File: config.mk
export PLATFORM = sky130hd
export DESIGN_NAME = pp_pwm_core
export DESIGN_NICKNAME = d
export VERILOG_FILES = /design/src/rtl/pp_pwm_pkg.sv /design/src/rtl/pp_period_timer.sv /design/src/rtl/pp_ramp_gen.sv /design/src/rtl/pp_ref_cmp.sv /design/src/rtl/pp_pulse_steer.sv /design/src/rtl/pp_pwm_core.sv
export SDC_FILE = /design/constraint.sdc
export NUM_CORES = 1
export LEC_CHECK = 0
export BUFFER_PORTS_ARGS = -buffer_cell sky130_fd_sc_hd__buf_2
export CAP_MARGIN = 5
export CORE_MARGIN = 4
export CORE_UTILIZATION = 52
export CTS_CLUSTER_SIZE = 10
export DETAILED_ROUTE_END_ITERATION = 6
export GPL_ROUTABILITY_DRIVEN = 0
export PLACE_DENSITY = 0.79
export SYNTH_ARGS = -nofsm -noshare
export SYNTH_HDL_FRONTEND = slang
export SYNTH_SLANG_ARGS = --single-unit
File: constraint.sdc
create_clock -name clk -period 1.05 [get_ports clk]
set_input_delay 0.105 -clock clk [delete_from_list [all_inputs] [get_ports clk]]
set_output_delay 0.105 -clock clk [all_outputs]
set_load 0.02 [all_outputs]
File: src/rtl/pp_pwm_pkg.sv
package pp_pwm_pkg;

  // Phase selected by the half-cycle toggle; the code doubles as the output index.
  typedef enum logic {
    PH_Q1 = 1'b0,
    PH_Q2 = 1'b1
  } phase_e;

  localparam int NUM_PH = 2;

endpackage

File: src/rtl/pp_period_timer.sv
module pp_period_timer #(
  parameter int CNT_W = 16
) (
  input  logic             clk,
  input  logic             rst_q_n,
  input  logic [CNT_W-1:0] period_len,
  input  logic             sync_in,
  output logic             wrap,
  output logic             sync_out
);

  localparam int SYNC_STAGES = 3;

  logic [CNT_W-1:0]       cnt_q, cnt_d;
  logic [SYNC_STAGES-1:0] sync_sh_q, sync_sh_d;
  logic                   restart;
  logic                   sync_out_q, sync_out_d;

  // Two stages resynchronise the input, the third one finds its rising edge.
  assign restart = sync_sh_q[1] & ~sync_sh_q[2];
  assign wrap    = (cnt_q >= period_len) | restart;

  always_comb begin
    sync_sh_d  = {sync_sh_q[SYNC_STAGES-2:0], sync_in};
    cnt_d      = wrap ? '0 : cnt_q + 1'b1;
    sync_out_d = wrap;
  end

  always_ff @(posedge clk or negedge rst_q_n) begin
    if (!rst_q_n) begin
      cnt_q      <= '0;
      sync_sh_q  <= '0;
      sync_out_q <= 1'b0;
    end else begin
      cnt_q      <= cnt_d;
      sync_sh_q  <= sync_sh_d;
      sync_out_q <= sync_out_d;
    end
  end

  assign sync_out = sync_out_q;

endmodule

File: src/rtl/pp_ramp_gen.sv
module pp_ramp_gen #(
  parameter int CODE_W    = 12,
  parameter int RAMP_MIN  = 1475,
  parameter int RAMP_STEP = 16
) (
  input  logic              clk,
  input  logic              rst_q_n,
  input  logic              wrap,
  output logic [CODE_W-1:0] ramp
);

  localparam int               SUM_W = CODE_W + 1;
  localparam logic [SUM_W-1:0] FULL  = SUM_W'((1 << CODE_W) - 1);
  localparam logic [SUM_W-1:0] STEP  = SUM_W'(RAMP_STEP);
  localparam logic [CODE_W-1:0] FLOOR = CODE_W'(RAMP_MIN);

  logic [CODE_W-1:0] ramp_q, ramp_d;
  logic [SUM_W-1:0]  sum;

  assign sum = {1'b0, ramp_q} + STEP;

  // Restart at the floor on a wrap, otherwise climb and stick at full scale.
  always_comb begin
    if (wrap) begin
      ramp_d = FLOOR;
    end else if (sum > FULL) begin
      ramp_d = FULL[CODE_W-1:0];
    end else begin
      ramp_d = sum[CODE_W-1:0];
    end
  end

  always_ff @(posedge clk or negedge rst_q_n) begin
    if (!rst_q_n) begin
      ramp_q <= FLOOR;
    end else begin
      ramp_q <= ramp_d;
    end
  end

  assign ramp = ramp_q;

endmodule

File: src/rtl/pp_ref_cmp.sv
module pp_ref_cmp #(
  parameter int CODE_W  = 12,
  parameter int REF_CAP = 3723
) (
  input  logic [CODE_W-1:0] ref_err,
  input  logic [CODE_W-1:0] ref_soft,
  input  logic [CODE_W-1:0] ramp,
  output logic              cut
);

  localparam logic [CODE_W-1:0] CAP = CODE_W'(REF_CAP);

  logic [CODE_W-1:0] low_ref;
  logic [CODE_W-1:0] thr;

  always_comb begin
    low_ref = (ref_err < ref_soft) ? ref_err : ref_soft;
    thr     = (low_ref < CAP) ? low_ref : CAP;
    cut     = ramp > thr;
  end

endmodule

File: src/rtl/pp_pulse_steer.sv
module pp_pulse_steer
  import pp_pwm_pkg::*;
(
  input  logic              clk,
  input  logic              rst_q_n,
  input  logic              wrap,
  input  logic              cut,
  input  logic              fault_off,
  output logic [NUM_PH-1:0] q
);

  phase_e            sel_q, sel_d;
  logic              arm_q, arm_d;
  logic              live;
  logic [NUM_PH-1:0] q_q, q_d;

  // The wrap cycle itself is always dead; a fault or a ramp crossing clears the latch.
  assign live = arm_q & ~cut & ~wrap & ~fault_off;

  always_comb begin
    sel_d = wrap ? phase_e'(~sel_q) : sel_q;
    arm_d = wrap ? ~fault_off : live;
  end

  for (genvar i = 0; i < NUM_PH; i++) begin : g_phase
    assign q_d[i] = live & (sel_q == phase_e'(1'(i)));
  end

  always_ff @(posedge clk or negedge rst_q_n) begin
    if (!rst_q_n) begin
      sel_q <= PH_Q1;
      arm_q <= 1'b1;
      q_q   <= '0;
    end else begin
      sel_q <= sel_d;
      arm_q <= arm_d;
      q_q   <= q_d;
    end
  end

  assign q = q_q;

endmodule

File: src/rtl/pp_pwm_core.sv
module pp_pwm_core
  import pp_pwm_pkg::*;
#(
  parameter int CODE_W    = 12,
  parameter int CNT_W     = 16,
  parameter int RAMP_MIN  = 1475,
  parameter int RAMP_STEP = 16,
  parameter int REF_CAP   = 3723
) (
  input  logic              clk,
  input  logic              rst_n,
  input  logic [CNT_W-1:0]  period_len,
  input  logic [CODE_W-1:0] ref_err,
  input  logic [CODE_W-1:0] ref_soft,
  input  logic              fault_off,
  input  logic              sync_in,
  output logic              q1,
  output logic              q2,
  output logic              sync_out
);

  logic [1:0]        rst_sh_q;
  logic              rst_q_n;
  logic              wrap;
  logic              cut;
  logic [CODE_W-1:0] ramp;
  logic [NUM_PH-1:0] q;

  // Reset asserts at once and is released on the clock.
  always_ff @(posedge clk or negedge rst_n) begin
    if (!rst_n) begin
      rst_sh_q <= '0;
    end else begin
      rst_sh_q <= {rst_sh_q[0], 1'b1};
    end
  end

  assign rst_q_n = rst_sh_q[1];

  pp_period_timer #(.CNT_W(CNT_W)) u_timer (
    .clk        (clk),
    .rst_q_n    (rst_q_n),
    .period_len (period_len),
    .sync_in    (sync_in),
    .wrap       (wrap),
    .sync_out   (sync_out)
  );

  pp_ramp_gen #(
    .CODE_W    (CODE_W),
    .RAMP_MIN  (RAMP_MIN),
    .RAMP_STEP (RAMP_STEP)
  ) u_ramp (
    .clk     (clk),
    .rst_q_n (rst_q_n),
    .wrap    (wrap),
    .ramp    (ramp)
  );

  pp_ref_cmp #(
    .CODE_W  (CODE_W),
    .REF_CAP (REF_CAP)
  ) u_cmp (
    .ref_err  (ref_err),
    .ref_soft (ref_soft),
    .ramp     (ramp),
    .cut      (cut)
  );

  pp_pulse_steer u_steer (
    .clk       (clk),
    .rst_q_n   (rst_q_n),
    .wrap      (wrap),
    .cut       (cut),
    .fault_off (fault_off),
    .q         (q)
  );

  assign q1 = q[PH_Q1];
  assign q2 = q[PH_Q2];

endmodule

Word level (Yosys, flattened, before mapping). Cells that the tools add are included.

Flip-flop bits (word level): 38. Bits of input ports: 44. Output and inout port bits: 3.

Add/sub/neg operators: 2. Order comparisons: 5. Multiplexer cells: 6. Bitwise operators: 12.

Operator list (number): $mux W12 (4); $add A16 B1 Y16 const B (1); $ge A16 B16 Y1 (1); $mux W16 (1); $add A12 B5 Y13 const B (1); $gt A13 B12 Y1 const B (1); $gt A12 B12 Y1 (1); $lt A12 B12 Y1 (1); $lt A12 B12 Y1 const B (1); $and A1 B1 Y1 (6); $not A1 Y1 (5); $mux W1 (1); $or A1 B1 Y1 (1).

Logic depth before layout (Yosys ltp). Gate-level depths: netlist of run 1.

Depth after elaboration: 10. Mapped depth: 14. Depth with buffers taken out: 13.

Cells and area by module. From an unflattened synthesis of run 1, not the netlist that was laid out.

Cell total of the unflattened synthesis: 303. Area, all modules: 2935.3 µm².

Modules (own cells, without submodules): pp_period_timer (instances 1, cells an instance 133, area each 1355.0 µm², seq. area each 500.5 µm²); pp_ref_cmp (instances 1, cells an instance 108, area each 847.1 µm², seq. area each 0.0 µm²); pp_ramp_gen (instances 1, cells an instance 49, area each 519.2 µm², seq. area each 256.5 µm²); pp_pulse_steer (instances 1, cells an instance 10, area each 160.2 µm², seq. area each 101.3 µm²); pp_pwm_core (instances 1, cells an instance 3, area each 53.8 µm², seq. area each 50.0 µm²).

Least setup slack after synthesis of run 1. No wires, ideal clock.

Path type: input to register. From: input ref_soft[7]. To: register u_steer.q_q[0], in the netlist u_steer.q[0]. Arrival time: 2.741 ns. Data required time: 0.925 ns. Slack: -1.816 ns. Stages on the path: 14. Buffers on the path: 1. Path through: inv_1 -> ha_1 -> nand2_1 -> nor3_1 -> a21oi_1 -> o21ai_1 -> buf_2 -> mux2_1 -> ha_1 -> a21oi_1 -> a21boi_0 -> o311ai_1 -> a31oi_1 -> a2111oi_0.

Longest elaborated chain between the ends: 10.

RTL lines: start, declared (line pp_pwm_core.sv:14) `input logic [CODE_W-1:0] ref_soft,`; $lt A12 B12 Y1 (line pp_ref_cmp.sv:17) `low_ref = (ref_err < ref_soft) ? ref_err : ref_soft;`; $mux W12 (*) (line pp_ref_cmp.sv:17); $lt A12 B12 Y1 (line pp_ref_cmp.sv:18) `thr = (low_ref < CAP) ? low_ref : CAP;`; $mux W12 (*) (line pp_ref_cmp.sv:18); $gt A12 B12 Y1 (*) (line pp_ref_cmp.sv:19) `cut = ramp > thr;`; $not A1 Y1 (*) (line pp_pulse_steer.sv:18) `assign live = arm_q & ~cut & ~wrap & ~fault_off;`; $and A1 B1 Y1 (*) (3 in a row) (line pp_pulse_steer.sv:18); $and A1 B1 Y1 (*) (line pp_pulse_steer.sv:26) `assign q_d[i] = live & (sel_q == phase_e'(1'(i)));`; net u_steer.q_d[0] (line pp_pulse_steer.sv:15) `logic [NUM_PH-1:0] q_q, q_d;`; end signal, assigned (line pp_pulse_steer.sv:37) `q_q <= q_d;`; end, declared (line pp_pulse_steer.sv:15).

Mark *: on every way through the listed nets, which the timed path passes. The rest lies on a longest branch. A chain may end at the register's enable or synchronous reset.

Worst setup path after layout of run 1.
From: input ref_err[3]. To: register u_steer.q_q[1], in the netlist u_steer.q[1].

Longest elaborated chain between the ends: 10.

RTL lines: start, declared (line pp_pwm_core.sv:13) `input logic [CODE_W-1:0] ref_err,`; $lt A12 B12 Y1 (line pp_ref_cmp.sv:17); $mux W12 (*) (line pp_ref_cmp.sv:17); $lt A12 B12 Y1 (line pp_ref_cmp.sv:18); $mux W12 (*) (line pp_ref_cmp.sv:18); $gt A12 B12 Y1 (*) (line pp_ref_cmp.sv:19); $not A1 Y1 (*) (line pp_pulse_steer.sv:18); $and A1 B1 Y1 (*) (3 in a row) (line pp_pulse_steer.sv:18); $and A1 B1 Y1 (*) (line pp_pulse_steer.sv:26); net u_steer.q_d[1] (line pp_pulse_steer.sv:15).

Marked as above.

==> results.json, run 1 <==
{
  "synth_edf_count": 0,
  "synth-seq-cells": 36,
  "cp.required_ns": 1.23,
  "grtUsageTotal_pct": 28.8,
  "finalPower_uw": 5680,
  "finalCritPeriodShare_pct": 257,
  "overflow": 0,
  "area_growth_pct": 54.3,
  "netlist_top_cells_area": "dfrtp_1, ha_1, dfstp_2",
  "min_path_cells": 3,
  "fillers": 306,
  "fmax_mhz": 371,
  "final_nets": 540,
  "syn_area_per_cell_um2": 9.21,
  "async_flop_share_pct": 100,
  "cp_slowest_stage_delay_ns": 0.38,
  "clk_latency_ns": 0.30,
  "crit_chain": "buf_2 -> ha_1 -> nor2_1 -> nor3_4 -> a21oi_2 -> o21ai_2 -> buf_6 -> mux2_4 -> ha_4 -> nand4_1 -> nor4_2 -> a31oi_2 -> a2111oi_2",
  "slew_violations": 0,
  "tritoncts_num_sinks": 36,
  "crit_arrival_ns": 2.88,
  "end_kind": "flop",
  "io_pins": 47,
  "drc": 0,
  "drive_gt1_share_pct": 51.2,
  "yosysTopAreaCell": "dfrtp_1",
  "slowest_stage": "nor4_2",
  "syn_area_um2": 2940,
  "drtAntennaViolNets": 0,
  "synth_cell_types": 49,
  "setup_viol": 31,
  "slew_headroom_pct": 53.5,
  "worstPathMaxFanout": 6,
  "multiInputGateArea_um2": 2270,
  "seq_area_um2": 911,
  "antenna_found_initial": 0,
  "clock_skew_ns": 0.00824,
  "start_util_pct": 53.4,
  "viasPerCell": 6.02,
  "holdWs_ns": 0.0707,
  "die-area_um2": 6920,
  "fin_cells": 527,
  "worst_slack_ns": -1.65,
  "worst_slew_pin_slew_ns": 0.691,
  "r2r-start": "u_timer.cnt_q[0]",
  "p_leak_uw": 0.00217,
  "first_pass_iters": 5,
  "layout_common_cells": "buf_4, buf_2, ha_1",
  "finalHoldViolations": 0,
  "clockBufferDepth": 2,
  "cap_violations": 0,
  "cts_max_level": 2,
  "ir_drop_mv": 0.945,
  "fin_util_pct": 82.3,
  "synth_nets": 405,
  "crit_path_start_kind": "input port",
  "path_class": "in -> reg",
  "drtIter0Drc": 274,
  "seq_area_frac_synth_pct": 30.9,
  "cts_made_buffers": 5,
  "holdPathEnd": "u_steer.arm_q",
  "worst-r2r-setup-slack_ns": -0.98,
  "synth_top_cell_area_share_pct": 25.6,
  "cts_root_buf": "clkbuf_8",
  "min_path_type": "in -> reg",
  "grt_max_degree": 35,
  "dp_hpwl_mm": 6.45,
  "tns_ns": -28.88,
  "yosys_warnings": 0,
  "violations": "negative setup slack",
  "status": "finished, violations left",
  "r2r_cells": 8,
  "min_period_ns": 2.70,
  "final_common_cell": "buf_4",
  "rsz0062_at_grt": "yes",
  "via_count": 3171,
  "core.rowCount": 27,
  "clk_pin_slew_worst_paths_ns": 0.07,
  "r2r_end": "u_ramp.ramp[4]",
  "grt_first_pass_wirelength_mm": 16.2,
  "core_area_um2": 5510,
  "insertedDiodeCount": 0,
  "min_from": "fault_off",
  "postSynthCellCount": 319,
  "synthFlopType": "dfrtp_1",
  "io_buffers": 46,
  "die_x_um": 83.2,
  "wl_per_cell_um": 19.1,
  "dpl.cell_count": 514,
  "cts_tree": "yes",
  "die_h_um": 83.2,
  "power_density_nw_per_um2": 1250,
  "grt_pass1_vias": 3444,
  "wl_mm": 10.1
}
## worst max-delay path by stage
stage | startpoint | to | slack [ns] | cells after the start
floorplan | ref_soft[5] | u_steer.q[0] | -1.49 | 14
global placement | ref_soft[5] | u_steer.q[1] | -1.77 | 15
detailed placement | ref_soft[5] | u_steer.q[1] | -2.03 | 15
CTS | ref_soft[5] | u_steer.q[1] | -1.45 | 14
global route | ref_soft[3] | u_steer.q[1] | -1.75 | 14
finish | ref_err[3] | u_steer.q[1] | -1.65 | 13
## state kept, by name, summed over array words and instances, names as in the netlist
register           flops
u_timer.cnt_q         16
u_ramp.ramp           10
u_timer.sync_sh_q      3
rst_sh_q               2
u_steer.q              2
u_steer.arm_q          1
u_steer.sel_q          1
u_timer.sync_out       1
## layer usage
layer	share of wire [%]	routed length (um)	GRT usage, %
met5	0	0	0
met4	4.3	432	12.8
met3	4.3	436	5.16
met2	52	5250	51.9
met1	39	3950	33.0
## cells in the mapped netlist (all sizes together), types with 4 or more instances
library cell,count
nand2b,4
nand2,25
dfrtp,30
mux2,6
nor2,22
buf,4
a211oi,22
mux2i,6
xnor2,10
a21oi,13
a221oi,4
nor3,4
ha,42
inv,34
nand3,13
nor4,5
a21o,6
o2111ai,7
o21ai,12
dfstp,6
nand4,7
xor2,9
## what timing repair did
action                                  4_1_cts  5_1_grt
gates resized for setup                      44        9
hold buffers                                  2        0
endpoints found under the setup margin       31       31
endpoints found under the hold margin         3        0
pin swaps                                     8        3
setup buffers                                 1        2
## cells by family (layout without fill, tap and decap cells)
group | count (synthesis) | in the layout | share of synthesized area, %
buffers and inverters | 43 | 179 | 6.56
and+or+nand+nor | 90 | 90 | 15.8
adders and majority gates | 43 | 43 | 18.2
DFF | 36 | 36 | 30.9
xor gates and xnor gates | 19 | 19 | 5.66
AOI/OAI and AO/OA | 75 | 75 | 18.4
other | 1 | 1 | 0.128
muxes | 12 | 12 | 4.34
## where the power goes
| group | switching [uW] | internal [uW] |
|---|---|---|
| Sequential | 175 | 1630 |
| Clock | 534 | 467 |
| Combinational | 1410 | 1460 |
| Total | 2120 | 3560 |
## through the flow
| step | worst slack [ns] | area [um2] |
|---|---|---|
| after floorplan | -1.49 | 3280 |
| after CTS | -1.45 | 4490 |
| after global routing | -1.75 | 4530 |
| after detailed placement | -2.03 | 4170 |
| final | -1.65 | 4530 |
| after global placement | -1.77 | 4170 |
## cell type report
cell class,count,area share (%)
clock buffers,7,1.68
clock inverters,1,0.110
inverters,34,3.31
multi-input cells,240,50.0
flip-flops and latches,36,20.1
well taps,72,1.99
repair buffers,137,22.8
## critical path, delay by kind of cell
family	cells	cell delay, ns
buffers and inverters	2	0.25
multiplexers	1	0.30
AND/OR/NAND/NOR	4	1.03
adder cells (fa/ha/maj)	2	0.55
AO/OA/AOI/OAI	4	0.63
Power figures use the tool's default switching activity.
==> inputs of run 2 (changes only) <==
- RECOVER_POWER: not set -> 50
==> run 2 against run 1 <==
Compared with the run above:
- the flow still finishes with violations (negative setup slack)
- setup slack better by 0.0051 ns
- sequential power hardly changed
- utilization is 0.25 points lower
- die area stayed put
- cell area is 0.30% lower
- flip-flop and latch count stayed put
- clock power hardly changed
- cell count stayed put
- register-to-register slack hardly changed
- hold slack hardly changed
- critical endpoint unchanged
==> results.json, run 2 (synthesis results as in run 1) <==
{
  "status": "finished, violations left",
  "violations": "negative setup slack",
  "clock_skew_ns": 0.00829,
  "dp_hpwl_mm": 6.45,
  "drive_gt1_share_pct": 51.0,
  "clk_pin_slew_worst_paths_ns": 0.07,
  "die_h_um": 83.2,
  "overflow": 0,
  "core_area_um2": 5510,
  "tritoncts_num_sinks": 36,
  "grt_first_pass_wirelength_mm": 16.2,
  "layout_common_cells": "buf_4, buf_2, ha_1",
  "cts_tree": "yes",
  "wl_per_cell_um": 19.1,
  "seq_area_um2": 911,
  "io_pins": 47,
  "worst_slew_pin_slew_ns": 0.695,
  "finalCritPeriodShare_pct": 257,
  "power_density_nw_per_um2": 1250,
  "wl_mm": 10.0,
  "multiInputGateArea_um2": 2270,
  "antenna_found_initial": 0,
  "setup_viol": 31,
  "cts_max_level": 2,
  "worstPathMaxFanout": 6,
  "grt_pass1_vias": 3444,
  "area_growth_pct": 53.8,
  "dpl.cell_count": 514,
  "path_buf_inv": 2,
  "rsz0062_at_grt": "yes",
  "ir_drop_mv": 0.942,
  "first_pass_iters": 5,
  "grt_max_degree": 35,
  "clockBufferDepth": 2,
  "via_count": 3146,
  "drc": 0,
  "clk_latency_ns": 0.30,
  "grtUsageTotal_pct": 28.8,
  "cts_made_buffers": 5,
  "insertedDiodeCount": 0,
  "crit_path_start_kind": "input port",
  "min_period_ns": 2.69,
  "cp.required_ns": 1.23,
  "fmax_mhz": 371,
  "min_path_type": "in -> reg",
  "io_buffers": 46,
  "largest_register": "u_timer.cnt_q",
  "slew_headroom_pct": 53.3,
  "final_nets": 540,
  "start_util_pct": 53.4,
  "path_delay_family": "simple AND/OR/NAND/NOR gates",
  "cp_slowest_stage_delay_ns": 0.38,
  "cts_root_buf": "clkbuf_8",
  "slowest_stage": "nor4_2",
  "largest_register_ffs": 16,
  "worst-r2r-setup-slack_ns": -0.97,
  "fillers": 309,
  "design_area_um2": 4520,
  "fin_cells": 527,
  "drtAntennaViolNets": 0,
  "cap_violations": 0,
  "drtIter0Drc": 249,
  "crit_arrival_ns": 2.88,
  "dpl-instance-area_um2": 4170,
  "crit_chain": "buf_2 -> ha_1 -> nor2_1 -> nor3_4 -> a21oi_2 -> o21ai_2 -> buf_6 -> mux2_4 -> ha_4 -> nand4_1 -> nor4_2 -> a31oi_2 -> a2111oi_2",
  "viasPerCell": 5.97,
  "finalHoldViolations": 0,
  "final_common_cell": "buf_4",
  "end_kind": "flop",
  "dp_slack_ns": -2.03,
  "worst_slack_ns": -1.64,
  "die-area_um2": 6920,
  "p_leak_uw": 0.00216,
  "die_x_um": 83.2,
  "core.rowCount": 27,
  "slew_violations": 0,
  "path_class": "in -> reg"
}
==> run 2: path summary, 6_finish.rpt <==
| path | cells after the start | from | to |
|---|---|---|---|
| hold reg to reg | 1 | rst_sh_q[1] | u_timer.sync_sh_q[2] |
| min in group asynchronous | 2 | rst_n | rst_sh_q[0] |
| max in group asynchronous | 1 | rst_sh_q[1] | u_timer.cnt_q[6] |
| setup reg to reg | 8 | u_timer.cnt_q[0] | u_ramp.ramp[9] |
| hold / removal | 3 | fault_off | u_steer.arm_q |
| setup / recovery | 13 | ref_err[3] | u_steer.q[1] |
==> run 2: power by group <==
group	total, uW	switching (uW)	internal [uW]
Combinational	2870	1420	1450
Clock	994	527	466
Sequential	1800	171	1630
==> run 2: per-stage QoR <==
step | TNS (ns) | utilization [%] | hold WS (ns) | power (uW)
2_1_floorplan | -23.39 | - | -0.191 | 3180
3_3_place_gp | -26.33 | 75.7 | -0.108 | 4090
6_report | -28.85 | 82.0 | 0.0704 | 5660
3_5_place_dp | -28.52 | 75.7 | -0.103 | 4230
5_1_grt | -31.78 | 82.0 | 0.0842 | 5990
4_1_cts | -27.53 | 81.5 | 0.0755 | 5420
==> run 2: area by class of cell <==
cell class | instances | share of cell area [%]
Clock buffer | 7 | 1.69
Inverter | 34 | 3.32
Tap cell | 72 | 1.99
Clock inverter | 1 | 0.111
Multi-Input combinational cell | 240 | 50.2
Timing Repair Buffer | 137 | 22.6
Sequential cell | 36 | 20.2
==> run 2: metal layers <==
metal	up-vias	wire, um	global-route usage (%)
li1	1426	-	-
met5	-	0	0
met3	52	523	5.16
met2	136	5210	51.9
met4	0	452	12.8
met1	1532	3860	33.0
==> run 2: worst min-delay path, delay by kind of cell <==
| kind | cells | cell delay (ns) |
|---|---|---|
| compound gates | 1 | 0.06 |
| buf+inv | 2 | 0.20 |
==> run 2: what timing repair did <==
action,CTS,global route
setup endpoints to repair,31,31
resized for setup,44,9
hold buffers,2,0
buffers inserted,1,2
endpoints found under the hold margin,3,0
pin swaps,8,3
==> inputs of run 3 (changes only) <==
- CORE_ASPECT_RATIO: not set -> 1.4
- PLACE_DENSITY: 0.79 -> 0.78
==> run 3 against run 2 <==
Compared with the run above:
- the run still ends with negative setup slack left
- highest routed layer unchanged
- largest power group unchanged
- utilization is 0.48 points higher
- hold slack worse by 0.012 ns
- critical endpoint is now u_steer.q[0]
- global-route usage is 3.5 points lower
- critical path type unchanged
==> results.json, run 3 (synthesis results as in run 1) <==
{
  "cts_max_level": 2,
  "p_leak_uw": 0.00214,
  "start_util_pct": 53.6,
  "power_frac_comb_pct": 47.2,
  "die_x_um": 71.5,
  "grt_max_degree": 23,
  "violations": "negative setup slack",
  "ir_drop_mv": 1.25,
  "slew_headroom_pct": 65.0,
  "rsz0062_at_grt": "yes",
  "io_pins": 47,
  "wl_per_cell_um": 17.8,
  "setup_viol": 31,
  "crit_path_start_kind": "input port",
  "drtIter0Drc": 65,
  "use_met1_pct": 24.9,
  "clk_pin_slew_worst_paths_ns": 0.09,
  "cts_tree": "yes",
  "pwr-share-seq_pct": 31.3,
  "overflow": 0,
  "via_count": 2992,
  "p_sw_uw": 2040,
  "fmax_mhz": 384,
  "busiest_layer": "met2",
  "area_growth_pct": 54.1,
  "layout_common_cells": "buf_4, buf_2, ha_1",
  "die_h_um": 96.9,
  "p_sw_share_pct": 35.3,
  "grt_pass1_vias": 3187,
  "cap_violations": 0,
  "status": "finished, violations left",
  "viasPerCell": 5.80,
  "crit_arrival_ns": 2.80,
  "dp_hpwl_mm": 6.65,
  "crit_start": "ref_soft[2]",
  "clock_skew_ns": 0.0169,
  "fillers": 340,
  "path_class": "in -> reg",
  "drive_gt1_share_pct": 50.9,
  "min_path_type": "in -> reg",
  "worst_slew_pin_slew_ns": 0.524,
  "worst-r2r-setup-slack_ns": -0.97,
  "finalHoldViolations": 0,
  "fin_util_pct": 82.5,
  "r2r-start": "u_timer.cnt_q[4]",
  "grt_first_pass_wirelength_mm": 14.1,
  "core.rowCount": 32,
  "met3_usage_pct": 3.12,
  "slew_violations": 0,
  "cp.required_ns": 1.24,
  "power.share.clock_pct": 21.5,
  "finalCritPeriodShare_pct": 248,
  "drtAntennaViolNets": 0,
  "internal_power_uw": 3740,
  "largest_register_ffs": 16,
  "insertedDiodeCount": 0,
  "cts_made_buffers": 5,
  "power_density_nw_per_um2": 1280,
  "die-area_um2": 6930,
  "io_buffers": 46,
  "crit_path_end": "u_steer.q[0]",
  "drc": 0,
  "r2r_cells": 7,
  "dp_slack_ns": -1.93,
  "clockBufferDepth": 2,
  "tritoncts_num_sinks": 36,
  "antenna_found_initial": 0,
  "final_nets": 533,
  "end_kind": "flop",
  "wl_mm": 9.20,
  "grtUsageTotal_pct": 25.3,
  "cts_root_buf": "clkbuf_8",
  "clk_latency_ns": 0.30,
  "worst_slack_ns": -1.56,
  "final_common_cell": "buf_4",
  "largest_register": "u_timer.cnt_q",
  "core_area_um2": 5490,
  "r2r_end": "u_ramp.ramp[5]",
  "first_pass_iters": 4,
  "min_period_ns": 2.61,
  "holdWs_ns": 0.0588,
  "worstPathMaxFanout": 6,
  "met2_usage_pct": 49.8
}
==> run 3: cell count changes in the layout (fill, tap and decap cells not counted), moves of 2 or more <==
| cell | before | now |
|---|---|---|
| buf_12 | 2 | 0 |
| buf_4 | 82 | 75 |
| buf_8 | 0 | 2 |
| clkbuf_1 | 3 | 1 |
==> run 3: cell type report <==
class                   count  area (um2)  share of cell area [%]
multi-input cells         240        2320                    51.2
repair buffers            130         951                    21.0
inverters                  34         153                    3.37
well taps                  68        85.1                    1.88
flip-flops and latches     36         910                    20.1
clock inverters             3        42.5                   0.940
clock buffers               5        68.8                    1.52
==> run 3: layer usage <==
layer  share of wire, %  vias to the layer above
li1                   -                     1414
met1                 35                     1425
met2                 56                      113
met3                4.6                       40
met4                4.9                        0
met5                  0                        -
==> run 3: timing repair <==
item | in CTS | in global routing
gates cloned | 2 | 0
pin swaps | 10 | 17
gates resized for setup | 28 | 36
endpoints found under the hold margin | 3 | 0
endpoints found under the setup margin | 31 | 31
buffers inserted | 2 | 1
hold buffers | 2 | 0
==> run 3: worst min-delay path by stage <==
stage / to / start / depth (start not counted) / slack [ns]
3_3_place_gp: rst_sh_q[0] / rst_n / 1 / -0.11
2_1_floorplan: rst_sh_q[0] / rst_n / 0 / -0.19
4_1_cts: u_steer.arm_q / fault_off / 3 / 0.06
3_5_place_dp: rst_sh_q[0] / rst_n / 1 / -0.11
5_1_grt: u_steer.arm_q / fault_off / 3 / 0.06
6_report: u_steer.arm_q / fault_off / 3 / 0.06
==> run 3: per-stage QoR <==
stage | setup TNS, ns | instance area [um2] | std cells | power (uW)
6_report | -29.48 | 4530 | 516 | 5780
5_1_grt | -33.96 | 4530 | 516 | 6100
4_1_cts | -29.21 | 4380 | 515 | 5600
3_5_place_dp | -29.84 | 4100 | 501 | 4190
3_3_place_gp | -28.25 | 4100 | 501 | 4050
2_1_floorplan | -23.39 | 3280 | 319 | 3180
==> run 3: power groups by stage <==
stage | clock (uW) | combinational, uW | sequential (uW)
floorplan | 0 | 1280 | 1900
global placement | 0 | 2220 | 1830
detailed placement | 0 | 2360 | 1830
CTS | 1260 | 2540 | 1800
global route | 1310 | 2960 | 1830
finish | 1240 | 2730 | 1810
==> run 3: worst max-delay path, cell delays in order <==
cell,delay (ns)
buf_8,0.10
inv_4,0.05
ha_4,0.19
a211oi_2,0.23
o21ai_2,0.10
a21oi_2,0.16
o21ai_2,0.09
buf_6,0.15
mux2_4,0.31
ha_4,0.25
nand4_1,0.22
nor2_2,0.10
o311ai_4,0.33
a31oi_4,0.18
a2111oi_2,0.23
